### src/rtl/irqc_pkg.sv
`timescale 1ns/1ps
package irqc_pkg;
  // word index (byte offset >> 2) of each register
  localparam logic [3:0] W_MASKED = 4'h0;
  localparam logic [3:0] W_RAW    = 4'h1;
  localparam logic [3:0] W_EN_SET = 4'h2;
  localparam logic [3:0] W_EN_CLR = 4'h3;
  localparam logic [3:0] W_STEER  = 4'h5;
  localparam logic [3:0] W_FAST   = 4'h6;
  localparam logic [3:0] W_TVAL   = 4'h7;
  localparam logic [3:0] W_TSEL   = 4'h8;
  localparam logic [3:0] W_POL    = 4'h9;
endpackage

### src/rtl/irqc_regs.sv
`timescale 1ns/1ps
module irqc_regs
  import irqc_pkg::*;
#(
  parameter int unsigned NSRC = 10,
  parameter logic [NSRC-1:0] POL_MASK = 10'h030
) (
  input  logic            clk,
  input  logic            rst_n,
  input  logic            wr_en,
  input  logic [3:0]      widx,
  input  logic [NSRC-1:0] wdata,
  output logic [NSRC-1:0] en_q,
  output logic [NSRC-1:0] mode_q,
  output logic [NSRC-1:0] pol_q,
  output logic [NSRC-1:0] tval_q,
  output logic            tsel_q
);
  always_ff @(posedge clk or negedge rst_n) begin
    if (!rst_n) begin
      en_q   <= '0;
      mode_q <= '0;
      pol_q  <= '0;
      tval_q <= '0;
      tsel_q <= 1'b0;
    end else if (wr_en) begin
      case (widx)
        W_EN_SET: en_q   <= en_q | wdata;
        W_EN_CLR: en_q   <= en_q & ~wdata;
        W_STEER:  mode_q <= wdata;
        W_TVAL:   tval_q <= wdata;
        W_TSEL:   tsel_q <= wdata[0];
        W_POL:    pol_q  <= wdata & POL_MASK;
        default:  ;
      endcase
    end
  end

  assert_en_set_R2: assert property (@(posedge clk) disable iff (!rst_n)
    (wr_en && widx == W_EN_SET) |=> ((en_q & $past(wdata)) == $past(wdata)));

  assert_en_clr_R3: assert property (@(posedge clk) disable iff (!rst_n)
    (wr_en && widx == W_EN_CLR) |=> ((en_q & $past(wdata)) == '0));

  assert_pol_bits_R7: assert property (@(posedge clk) disable iff (!rst_n)
    (pol_q & ~POL_MASK) == '0);

  // writes to read-only or unmapped words leave every register alone
  assert_ro_ignore_R10: assert property (@(posedge clk) disable iff (!rst_n)
    (wr_en && (widx == W_MASKED || widx == W_RAW || widx == W_FAST ||
               widx == 4'h4 || widx > W_POL))
    |=> ($stable(en_q) && $stable(mode_q) && $stable(pol_q) &&
         $stable(tval_q) && $stable(tsel_q)));
endmodule

### src/rtl/irqc_srcpath.sv
`timescale 1ns/1ps
module irqc_srcpath #(
  parameter int unsigned NSRC = 10,
  parameter logic [NSRC-1:0] POL_MASK = 10'h030
) (
  input  logic [NSRC-1:0] req,
  input  logic [NSRC-1:0] pol,
  input  logic [NSRC-1:0] tval,
  input  logic            tsel,
  input  logic [NSRC-1:0] en,
  input  logic [NSRC-1:0] mode,
  output logic [NSRC-1:0] raw,
  output logic [NSRC-1:0] masked,
  output logic [NSRC-1:0] fast_vec,
  output logic [NSRC-1:0] norm_vec
);
  logic [NSRC-1:0] live;

  for (genvar i = 0; i < NSRC; i++) begin : g_src
    if (POL_MASK[i]) begin : g_inv
      assign live[i] = req[i] ^ pol[i];
    end else begin : g_fix
      assign live[i] = req[i];
    end
  end

  assign raw      = tsel ? tval : live;
  assign masked   = raw & en;
  assign fast_vec = masked & mode;
  assign norm_vec = masked & ~mode;
endmodule

### src/rtl/irqc_prienc.sv
`timescale 1ns/1ps
module irqc_prienc #(
  parameter int unsigned NSRC  = 10,
  parameter int unsigned IDX_W = $clog2(NSRC)
) (
  input  logic             clk,
  input  logic             rst_n,
  input  logic [NSRC-1:0]  vec,
  output logic [IDX_W-1:0] idx_q,
  output logic             valid_q
);
  logic [IDX_W-1:0] idx_d;
  logic             valid_d;

  always_comb begin
    idx_d   = '0;
    valid_d = 1'b0;
    for (int i = 0; i < NSRC; i++) begin
      if (vec[i]) begin
        idx_d   = i[IDX_W-1:0];
        valid_d = 1'b1;
      end
    end
  end

  always_ff @(posedge clk or negedge rst_n) begin
    if (!rst_n) begin
      idx_q   <= '0;
      valid_q <= 1'b0;
    end else begin
      idx_q   <= idx_d;
      valid_q <= valid_d;
    end
  end

  assert_idx_range_R9: assert property (@(posedge clk) disable iff (!rst_n)
    valid_q |-> (32'(idx_q) < NSRC));
endmodule

### src/rtl/irqc_top.sv
`timescale 1ns/1ps
module irqc_top
  import irqc_pkg::*;
#(
  parameter int unsigned NSRC   = 10,
  parameter int unsigned ADDR_W = 6,
  parameter logic [NSRC-1:0] POL_MASK = 10'h030,
  localparam int unsigned IDX_W = $clog2(NSRC)
) (
  input  logic              clk,
  input  logic              rst_n,
  input  logic [NSRC-1:0]   req_i,
  input  logic              bus_we,
  input  logic [ADDR_W-1:0] bus_addr,
  input  logic [31:0]       bus_wdata,
  output logic [31:0]       bus_rdata,
  output logic              irq_o,
  output logic              fiq_o,
  output logic [IDX_W-1:0]  pend_idx_o,
  output logic              pend_valid_o
);
  logic [NSRC-1:0] en_q, mode_q, pol_q, tval_q;
  logic            tsel_q;
  logic [NSRC-1:0] raw, masked, fast_vec, norm_vec;
  logic [3:0]      widx;
  logic            hit, wr_en;
  logic            unused_bits;

  assign widx  = bus_addr[5:2];
  assign hit   = (bus_addr >> 6) == '0;
  assign wr_en = bus_we & hit;
  assign unused_bits = ^{bus_wdata[31:NSRC], bus_addr[1:0]};

  irqc_regs #(.NSRC(NSRC), .POL_MASK(POL_MASK)) u_regs (
    .clk(clk), .rst_n(rst_n), .wr_en(wr_en), .widx(widx),
    .wdata(bus_wdata[NSRC-1:0]), .en_q(en_q), .mode_q(mode_q),
    .pol_q(pol_q), .tval_q(tval_q), .tsel_q(tsel_q));

  irqc_srcpath #(.NSRC(NSRC), .POL_MASK(POL_MASK)) u_src (
    .req(req_i), .pol(pol_q), .tval(tval_q), .tsel(tsel_q), .en(en_q),
    .mode(mode_q), .raw(raw), .masked(masked), .fast_vec(fast_vec),
    .norm_vec(norm_vec));

  irqc_prienc #(.NSRC(NSRC), .IDX_W(IDX_W)) u_enc (
    .clk(clk), .rst_n(rst_n), .vec(norm_vec),
    .idx_q(pend_idx_o), .valid_q(pend_valid_o));

  always_ff @(posedge clk or negedge rst_n) begin
    if (!rst_n) begin
      irq_o <= 1'b0;
      fiq_o <= 1'b0;
    end else begin
      irq_o <= |norm_vec;
      fiq_o <= |fast_vec;
    end
  end

  always_comb begin
    bus_rdata = '0;
    if (hit) begin
      case (widx)
        W_MASKED: bus_rdata = 32'(masked);
        W_RAW:    bus_rdata = 32'(raw);
        W_EN_SET: bus_rdata = 32'(en_q);
        W_STEER:  bus_rdata = 32'(mode_q);
        W_FAST:   bus_rdata = 32'(fast_vec);
        W_TVAL:   bus_rdata = 32'(tval_q);
        W_TSEL:   bus_rdata = 32'(tsel_q);
        W_POL:    bus_rdata = 32'(pol_q);
        default:  bus_rdata = '0;
      endcase
    end
  end

  // encoder flag and the normal output come from separate flops
  assert_valid_tracks_irq_R9: assert property (@(posedge clk) disable iff (!rst_n)
    pend_valid_o == irq_o);

  // a steered source never raises both outputs from a single bit
  assert_disjoint_R6: assert property (@(posedge clk) disable iff (!rst_n)
    (fast_vec & norm_vec) == '0);
endmodule

### config.mk
export PLATFORM = sky130hd
export DESIGN_NAME = irqc_top
export DESIGN_NICKNAME = d
export VERILOG_FILES = /design/src/rtl/irqc_pkg.sv /design/src/rtl/irqc_regs.sv /design/src/rtl/irqc_srcpath.sv /design/src/rtl/irqc_prienc.sv /design/src/rtl/irqc_top.sv
export SDC_FILE = /design/constraint.sdc
export NUM_CORES = 1
export LEC_CHECK = 0
export BUFFER_PORTS_ARGS = -buffer_cell sky130_fd_sc_hd__buf_2
export CAP_MARGIN = 20
export CORE_ASPECT_RATIO = 1.2
export CORE_UTILIZATION = 40
export DETAILED_ROUTE_END_ITERATION = 10
export PLACE_DENSITY = 0.65
export SLEW_MARGIN = 20
export SYNTH_ARGS = -nofsm -noshare
export SYNTH_HDL_FRONTEND = slang
export SYNTH_SLANG_ARGS = --single-unit
### constraint.sdc
create_clock -name clk -period 4.3 [get_ports clk]
set_input_delay 0.43 -clock clk [delete_from_list [all_inputs] [get_ports clk]]
set_output_delay 0.43 -clock clk [all_outputs]
set_load 0.05 [all_outputs]
==> impl_metrics.toml <==
[run_status]
status = "finished, final reports clean"

[yosys]
yosysTopAreaCellShare = 0.384
synth_edf_count = 0
synth.area.top_cells = "dfrtp_1, mux2_2, buf_4"
syn_area_mm2 = 0.00260
postSynthAreaPerCell_um2 = 10.4
ys_types = 45
ys_seq_area_frac = 0.384
yosys.area.top_type = "dfrtp_1"
synth_cells = 250
synth_ff_type = "dfrtp_1"
synth-seq-cells = 40
yosys_warnings = 0
async_flop_share = 1.00

[grt]
gr-total-overflow = 0
grt_start_max_net_pins = 41
antenna_found_initial = 0
grt_pass1_vias = 1898
grt_pass1_wl_um = 9960
grtUsageTotal = 0.192

[route]
wl_per_cell_um = 16.7
ant_nets = 0
first_pass_iters = 5
vias_per_cell = 5.53
drtIter0Drc = 181
drc = 0
wl_um = 6260
vias = 2069

[sta]
setup_slack_ns = 1.46
rsz0062_at_grt = "false"
finalCriticalPeriod_ns = 2.84
finalSetupTns_ns = 0
hold_violations = 0
max_slew_margin = 0.263
clock_skew_ns = 0.00806
tightestPinTransition_ns = 1.10
slew_violations = 0
fin_crit_sh = 0.661
final-setup-viol-count = 0
fmax_mhz = 352

[cts]
numClockSinks = 40
clk_latency_ns = 0.29
hold_buffers = 0
path_clk_slew_ns = 0.08
cts_setup_buffers = 0
cts_tree = "yes"
htree_num_levels = 2
cts_root_buffer = "clkbuf_8"
cts_made_buffers = 5
clockBufferDepth = 2
cts_resized = 0

[worst_setup_path]
cp-start-kind = "primary input"
r2r_end = "irq_o$_DFF_PN0_"
critical_path.cell_chain = "buf_2 -> and2_1 -> and2_1 -> a222oi_1 -> o211ai_1 -> buf_2"
timing.rr.start = "u_regs.tsel_q$_DFFE_PN0P_"
crit_path_end_kind = "primary output"
critPathMaxFanout = 11
worst_path_max_delay_cell = "and2_1"
crit_arrival_ns = 2.41
critPathRequiredTime_ns = 3.87
path_class = "primary input to primary output"
slowest_delay_ns = 0.52
r2r_setup_slack_ns = 2.11
crit_end = "bus_rdata[6]"
crit_start = "bus_addr[2]"
worstRegToRegCells = 4

[power]
seqPwrFrac = 0.416
switching_power_uw = 598
power.leakage_nw = 1.33
p_int_uw = 802
power_density_mw_per_mm2 = 485
swShare = 0.427
peakVddDrop_uv = 246
combPwrFrac = 0.399
p_clk_frac = 0.185

[final_layout]
nNetsFinal = 342
fillers = 592
drive_gt1_frac = 0.315
finish.instance_area_mm2 = 0.00289
synthToLayoutAreaGrowth_pct = 10.9
diodes = 0

[floorplanning]
initial_core_util = 0.422
core.rowCount = 31
die-area_mm2 = 0.00684
core-area_mm2 = 0.00617
die_h_um = 90.4
pin_count = 90
die_width_um = 75.7

[run]
cap_violations = 0

[place]
placed_area_mm2 = 0.00279
place_hpwl_um = 4360
pre_cts_ws_ns = 1.46
port_buffers = 43
gp_congestion = 0.838

[hold_path]
worstHoldPathType = "primary input to async pin"
## worst max-delay path, delay by kind of cell
kind | cells | cell delay [ns]
buffers and inverters | 2 | 0.56
and+or+nand+nor | 2 | 1.00
AOI/OAI and AO/OA | 2 | 0.41
## how the worst min path moves through the flow
stage	startpoint	to	slack (ns)	depth (start not counted)
after CTS	rst_n	fiq_o$_DFF_PN0_	0.31	1
final	rst_n	async pin	0.27	1
after global routing	bus_wdata[6]	register	0.34	2
after floorplan	rst_n	async pin	0.13	0
after global placement	u_regs.tval_q[6]$_DFFE_PN0P_	u_regs.tval_q[6]$_DFFE_PN0P_	0.52	1
after detailed placement	u_regs.tval_q[0]$_DFFE_PN0P_	u_regs.tval_q[0]$_DFFE_PN0P_	0.52	1
## synthesized netlist by cell type (all sizes together), types with 3 or more instances
library cell	n
a21o	5
a21oi	18
a222oi	5
a22oi	6
a31oi	10
buf	33
dfrtp	40
inv	7
mux2	28
mux2i	6
nand2	13
nand2b	6
nand3	7
nand3b	4
nand4	3
nor2	6
nor2b	3
o2111ai	6
o211ai	5
o21ai	8
o32ai	4
or3	3
## per-layer routing
metal  GRT usage  wire (um)  part of all wire
met5           0          0                 0
met4      0.0494         57            0.0091
met3      0.0368        371             0.059
met1       0.286       2750              0.44
met2       0.283       3080              0.49
## logic make-up after synthesis
group / after synthesis / synth area share
other: 1 / 0.00144
AOI/OAI and AO/OA: 75 / 0.198
and+or+nand+nor: 58 / 0.151
xor gates and xnor gates: 2 / 0.00673
DFF: 40 / 0.384
buffers and inverters: 40 / 0.0999
muxes: 34 / 0.158
## cell usage in the layout (no fill, tap or decap), types with 7 or more instances in the layout
cell type  Yosys  routed
buf_2          7      43
dfrtp_1       40      40
conb_1         1      22
mux2_2        18      18
a21oi_1       18      18
nand2_1       11      11
a31oi_1       10      10
mux2_4        10      10
o21ai_0        8       8
inv_1          7       7
nand3_1        7       7
## power groups by stage
stage / sequential [mW] / clock [mW] / combinational [mW]
finish: 0.582 / 0.259 / 0.559
global route: 0.599 / 0.282 / 0.607
CTS: 0.580 / 0.266 / 0.560
detailed placement: 0.587 / 0 / 0.558
global placement: 0.584 / 0 / 0.552
floorplan: 0.652 / 0 / 0.375
## per-stage QoR
step | hold WS (ns) | total power, mW | cells | utilization
finish | 0.269 | 1.40 | 374 | 0.468
global route | 0.345 | 1.49 | 374 | 0.468
CTS | 0.309 | 1.41 | 373 | 0.467
detailed placement | 0.522 | 1.14 | 365 | 0.452
global placement | 0.518 | 1.14 | 365 | 0.452
floorplan | 0.134 | 1.03 | 271 | -
## layout make-up
type | count | area (um2) | area share
Timing Repair Buffer | 46 | 238 | 0.0823
Sequential cell | 40 | 1000 | 0.346
Clock inverter | 2 | 10.0 | 0.00346
Multi-Input combinational cell | 191 | 1430 | 0.495
Clock buffer | 6 | 82.6 | 0.0286
Inverter | 7 | 26.3 | 0.00909
Tap cell | 82 | 103 | 0.0355
Note: power is estimated with default switching activity, not from simulation.
